<file path="config.mk">
export PLATFORM = sky130hd
export DESIGN_NAME = wseq_top
export DESIGN_NICKNAME = d
export VERILOG_FILES = /design/src/rtl/wseq_pkg.sv /design/src/rtl/wseq_sync.sv /design/src/rtl/wseq_addr_ctr.sv /design/src/rtl/wseq_rom.sv /design/src/rtl/wseq_top.sv
export SDC_FILE = /design/constraint.sdc
export NUM_CORES = 1
export LEC_CHECK = 0
export BUFFER_PORTS_ARGS = -buffer_cell sky130_fd_sc_hd__buf_4
export CAP_MARGIN = 20
export CELL_PAD_IN_SITES_DETAIL_PLACEMENT = 1
export CELL_PAD_IN_SITES_GLOBAL_PLACEMENT = 1
export CORE_AREA = 2 2 39 41
export CTS_BUF_LIST = sky130_fd_sc_hd__clkbuf_4 sky130_fd_sc_hd__clkbuf_8
export CTS_CLUSTER_SIZE = 20
export DETAILED_ROUTE_END_ITERATION = 6
export DIE_AREA = 0 0 41 43
export PLACE_DENSITY = 0.45
export SETUP_SLACK_MARGIN = 0.3
export SYNTH_ARGS = -nofsm -noshare
export SYNTH_HDL_FRONTEND = slang
export SYNTH_SLANG_ARGS = --single-unit
</file>
<file path="constraint.sdc">
create_clock -name clk -period 1.89 [get_ports clk]
set_clock_uncertainty 0.15 [all_clocks]
set_input_delay 0.567 -clock clk [delete_from_list [all_inputs] [get_ports clk]]
set_output_delay 0.567 -clock clk [all_outputs]
set_load 0.005 [all_outputs]
</file>
<file path="src/rtl/wseq_pkg.sv">
package wseq_pkg;
  localparam int unsigned WORD_W    = 4;
  localparam int unsigned ENTRIES   = 5;
  localparam logic [ENTRIES*WORD_W-1:0] DEF_PATTERN = 20'hF8421;

  typedef enum logic [1:0] {
    STEP_ADVANCE = 2'd0,
    STEP_WRAP    = 2'd1,
    STEP_HOLD    = 2'd2
  } step_e;
endpackage

</file>
<file path="src/rtl/wseq_sync.sv">
module wseq_sync #(
  parameter int unsigned STAGES = 2
) (
  input  logic clk,
  input  logic rst,
  input  logic d_i,
  output logic q_o
);
  logic [STAGES-1:0] chain;

  generate
    for (genvar s = 0; s < STAGES; s++) begin : g_stage
      if (s == 0) begin : g_first
        always_ff @(posedge clk) begin
          if (rst) chain[0] <= 1'b0;
          else     chain[0] <= d_i;
        end
      end else begin : g_next
        always_ff @(posedge clk) begin
          if (rst) chain[s] <= 1'b0;
          else     chain[s] <= chain[s-1];
        end
      end
    end
  endgenerate

  assign q_o = chain[STAGES-1];
endmodule

</file>
<file path="src/rtl/wseq_addr_ctr.sv">
module wseq_addr_ctr
  import wseq_pkg::*;
#(
  parameter int unsigned DEPTH = 5,
  parameter int unsigned CNT_W = 3
) (
  input  logic             clk,
  input  logic             rst,
  input  logic             hold_i,
  output logic [CNT_W-1:0] addr_o
);
  localparam logic [CNT_W-1:0] LAST = CNT_W'(DEPTH - 1);

  logic [CNT_W-1:0] addr_q;
  logic             at_last;
  logic             run_ok;
  step_e            step;

  assign at_last = (addr_q == LAST);
  // one combined term: true enables counting, false forces the clear
  assign run_ok  = ~(hold_i | at_last);

  always_comb begin
    if (hold_i)      step = STEP_HOLD;
    else if (!run_ok) step = STEP_WRAP;
    else             step = STEP_ADVANCE;
  end

  always_ff @(posedge clk) begin
    if (rst) begin
      addr_q <= '0;
    end else begin
      case (step)
        STEP_ADVANCE: addr_q <= addr_q + 1'b1;
        default:      addr_q <= '0;
      endcase
    end
  end

  assign addr_o = addr_q;
endmodule

</file>
<file path="src/rtl/wseq_rom.sv">
module wseq_rom #(
  parameter int unsigned DEPTH  = 5,
  parameter int unsigned WORD_W = 4,
  parameter int unsigned CNT_W  = 3,
  parameter logic [DEPTH*WORD_W-1:0] PATTERN = '0
) (
  input  logic [CNT_W-1:0]  addr_i,
  output logic [WORD_W-1:0] data_o
);
  logic [WORD_W-1:0] mem [DEPTH];

  generate
    for (genvar g = 0; g < DEPTH; g++) begin : g_word
      assign mem[g] = PATTERN[g*WORD_W +: WORD_W];
    end
  endgenerate

  always_comb begin
    data_o = '0;
    for (int i = 0; i < DEPTH; i++) begin
      if (addr_i == CNT_W'(i)) data_o = mem[i];
    end
  end
endmodule

</file>
<file path="src/rtl/wseq_top.sv">
module wseq_top
  import wseq_pkg::*;
#(
  parameter int unsigned DEPTH       = ENTRIES,
  parameter int unsigned DATA_W      = WORD_W,
  parameter int unsigned SYNC_STAGES = 2,
  parameter logic [DEPTH*DATA_W-1:0] PATTERN = DEF_PATTERN,
  localparam int unsigned CNT_W      = $clog2(DEPTH + 1)
) (
  input  logic              clk,
  input  logic              rst,
  input  logic              btn_i,
  output logic [DATA_W-1:0] ctrl_o,
  output logic [CNT_W-1:0]  addr_o
);
  logic btn_s;

  wseq_sync #(.STAGES(SYNC_STAGES)) u_sync (
    .clk (clk),
    .rst (rst),
    .d_i (btn_i),
    .q_o (btn_s)
  );

  wseq_addr_ctr #(.DEPTH(DEPTH), .CNT_W(CNT_W)) u_ctr (
    .clk    (clk),
    .rst    (rst),
    .hold_i (btn_s),
    .addr_o (addr_o)
  );

  wseq_rom #(
    .DEPTH(DEPTH), .WORD_W(DATA_W), .CNT_W(CNT_W), .PATTERN(PATTERN)
  ) u_rom (
    .addr_i (addr_o),
    .data_o (ctrl_o)
  );
endmodule

</file>
======== Yosys cells after proc, flatten, opt, wreduce, memory -nomap -nowiden ========
Cells that the tools add are included.
operators by class
  bitwise logic cells ..................... 2
  reduce and logical (&&, ||, !) cells .... 3
  mux-type cells .......................... 7
  eq/ne operators ......................... 4
  add/subtract/negate cells ............... 1
operator list
  cell                                                              count
  4-bit 2-to-1 mux                                                  2
  3-bit by 2-bit == test with 1-bit output (second input constant)  2
  2-bit 2-to-1 mux                                                  2
  3-bit by 1-bit adder with 3-bit output (second input constant)    1
  3-bit by 1-bit == test with 1-bit output (second input constant)  1
  3-bit == test (second input constant)                             1
  3-bit zero test                                                   1
  3-bit 2-to-1 mux                                                  1
  2-bit zero test                                                   1
  1-bit 2-to-1 mux                                                  2
  2-bit OR reduction                                                1
  1-bit NOT                                                         1
  1-bit bitwise OR                                                  1
storage, ports and cells
  word-level logic and storage cells ...... 20
  flip-flop bits (word level) ............. 5
  output and inout bits ................... 7

======== Longest topological paths before layout ========
  depth after elaboration ................. 7
  mapped depth ............................ 4
  depth with buffers taken out ............ 4

======== Cells and area by module ========
A second synthesis with hierarchy kept.
unflattened totals
  cell total of the unflattened synthesis .. 24
  area, all modules ....................... 241.5 um2
by module, submodules not included
  module         area each (um2)  cells each  seq. area each (um2)  instances
  wseq_addr_ctr  141.4            13          60.1                  1
  wseq_sync      52.6             4           40.0                  1
  wseq_rom       47.5             7           0.0                   1

======== Worst setup path after synthesis ========
Ideal clock, no wire load.
  path kind ............................... register to output
  start ................................... register u_ctr.addr_q[0] (netlist: u_ctr.addr_o[0])
  end ..................................... output port ctrl_o[1]
  path slack .............................. 0.146 ns
  arrival ................................. 1.027 ns
  data required time ...................... 1.173 ns
  path buffers ............................ 0
  cell stages (with the launch flop) ...... 4
  cells stage by stage .................... dfxtp_1 > ha_1 > ha_1 > o41ai_2
between the ends
  word-level cells in the longest chain between the ends .. 5
  elaborated cells on any way between the ends .. 8
ends and longest elaborated chain
  what                                      line                 RTL
  from (decl)                               wseq_addr_ctr.sv:14  logic [CNT_W-1:0] addr_q;
  from (signal assigned)                    wseq_addr_ctr.sv:34  STEP_ADVANCE: addr_q <= addr_q + 1'b1;
  3-bit by 1-bit == test with 1-bit output  wseq_rom.sv:21       if (addr_i == CNT_W'(i)) data_o = mem[i];
  2-bit 2-to-1 mux                          wseq_rom.sv:21
  3-bit 2-to-1 mux                          wseq_rom.sv:21
  4-bit 2-to-1 mux                          wseq_rom.sv:21
  4-bit 2-to-1 mux (*)                      wseq_rom.sv:21
  to (decl)                                 wseq_top.sv:13       output logic [DATA_W-1:0] ctrl_o,
Mark *: on every way between the ends. The rest lies on a longest branch, timed or not.

======== Final worst setup path ========
Ends and elaborated chain as after synthesis.

==> flow_metrics.tcl <==
set metrics [dict create \
    rows 14 \
    ys_seq_elements 5 \
    drt-initial-drc-count 2 \
    wl_microns 541 \
    hold_slack_ps 293 \
    hp-start "u_sync.chain[0]" \
    period_share_pct 106 \
    ys_seq_area_share_pct 37.9 \
    leakage_nw 0.209 \
    critPathLaunchType "register" \
    die_area_sq_um 1760 \
    synth_cells 27 \
    syn_area_per_cell_sq_um 9.78 \
    slew_headroom_pct 84.2 \
    cts_tree "yes" \
    syn_to_final_growth_pct 74.9 \
    maxCapViolations 0 \
    status "finished, violations left" \
    syn-cell-area_sq_um 264 \
    syn_nets 36 \
    wl_per_cell_microns 9.49 \
    slew_violations 0 \
    r2r-start "u_ctr.addr_o[0]" \
    grt_pass1_vias 239 \
    cts-root-buf "clkbuf_4" \
    final_util_pct 33.4 \
    worstPathRequired_ps 1170 \
    cts_htree_levels 1 \
    final_nets 51 \
    crit_path_start "u_ctr.addr_o[0]" \
    antennaDiodeCount 0 \
    antenna_found_initial 0 \
    dr.pass1.iters 2 \
    insertion_delay_ps 240 \
    hold_violations 0 \
    grtUsageTotal_pct 8.25 \
    power.density_nw_per_um2 762 \
    dr_total_vias 222 \
    initial_utilization_pct 19.1 \
    die_w_microns 41 \
    port_buffers 9 \
    period_needed_ps 2010 \
    io_pins 10 \
    clkTransAtPathRegs_ps 40 \
    setup_viol 3 \
    grt_use_met1_pct 8.41 \
    path_class "reg -> out" \
    busiest_layer "met2" \
    vias_per_cell 3.89 \
    layout_setup_ws_ps -120 \
    worst_pin_slew_ps 234 \
    global_route.usage.met3_pct 4.71 \
    ant_nets 0 \
    cp_max_fo 4 \
    grt_pass1_wl_microns 917 \
    timing.fmax_mhz 498 \
    pre_cts_ws_ps 114 \
    hold_path.class "reg -> reg" \
    fp.dieH_microns 43 \
    grt_max_degree 7 \
    arrival_ps 1290 \
    grt-ovfl-total 0 \
    ys_warn_count 0 \
    core_area_sq_um 1380 \
    cts.sinks 5 \
    violations "setup timing" \
    ir_worst_vdd_uv 351 \
    yosysUniqueCellTypes 10 \
    cts_buffers 3 \
    met2_usage_pct 11.9 \
    r2r_setup_slack_ps 590 \
    drive_above_1_share_pct 61.0 \
    cts_hold_buffers 0 \
    globalplace.congestion 0.564 \
    post-route-drc-count 0 \
    end_kind "primary output" \
    rsz0062_at_grt "true" \
    clock_path_buffers 2 \
]
cells in the mapped netlist (all sizes together):
cell / number / area share (%)
a211o: 1 / 3.3
dfxtp: 5 / 38
ha: 6 / 28
inv: 6 / 8.5
nand2: 1 / 1.4
nand2b: 1 / 2.4
nor2: 3 / 4.3
nor2b: 2 / 4.7
o31ai: 1 / 2.8
o41ai: 1 / 6.2
power by group:
group	internal [mW]	switching (mW)	leakage (nW)	total [mW]
Combinational	0.0527	0.0354	0.147	0.0880
Clock	0.0939	0.0409	0.0184	0.135
Sequential	0.115	0.0138	0.0430	0.129
Total	0.262	0.0901	0.209	0.352
kinds of logic (layout without fill, tap and decap cells):
group | count (synthesis) | in the layout | share of synthesized area [%]
compound gates | 3 | 3 | 12.3
fa+ha+maj | 6 | 6 | 28.4
buf+inv | 6 | 20 | 8.53
flops | 5 | 5 | 37.9
simple gates | 7 | 7 | 12.8
through the flow:
step	TNS [ps]	area, sq um	power (mW)	std cells
final	-205	462	0.352	57
after floorplan	0	315	0.171	27
after global placement	0	403	0.208	52
after global routing	-412	462	0.385	57
after detailed placement	0	403	0.210	52
after CTS	-271	445	0.355	57
layout by cell type (no fill, tap or decap):
cell type / instances
inv_1: 4
dfxtp_4: 2
a211o_1: 1
o41ai_2: 1
inv_4: 1
nor2b_1: 2
clkbuf_4: 4
nand2_2: 1
buf_4: 8
nand2b_1: 1
o31ai_4: 1
ha_1: 3
ha_4: 3
inv_2: 1
buf_6: 2
dfxtp_1: 2
dfxtp_2: 1
nor2_1: 3
worst max-delay path, stage by stage, from the launching register on:
cell     delay (ps)
dfxtp_4         360
ha_4            170
ha_4            170
o41ai_2         200
buf_4           160
worst paths after layout:
| kind | end | cells after the start |
|---|---|---|
| worst min-delay path | u_sync.q_o | 1 |
| worst max register to register | u_ctr.addr_o[1] | 4 |
| worst min register to register | u_sync.q_o | 1 |
| worst max-delay path | ctrl_o[1] | 4 |
area by class of cell:
cell class,instances,area (sq um)
multi-input combinational,16,195
tap,16,20.0
clock buffer,4,30.0
inverter,6,25.0
sequential,5,109
timing repair buffer,10,82.6
fill,173,922
layer usage:
metal / vias up / share of wire, %
li1: 111 / -
met1: 103 / 37
met2: 8 / 55
met3: 0 / 7.9
met4: 0 / 0
met5: - / 0
sequential cells by signal, summed over array words and instances (netlist names):
register	flops
u_ctr.addr_o	3
u_sync.chain	1
u_sync.q_o	1
timing repair:
item | CTS | global route
resized for setup | 2 | 3
gates cloned | 0 | 0
hold endpoints to repair | 0 | 0
pin swaps | 0 | 1
endpoints found under the setup margin | 4 | 5
setup buffers | 1 | 0
Power figures use the tool's default switching activity.
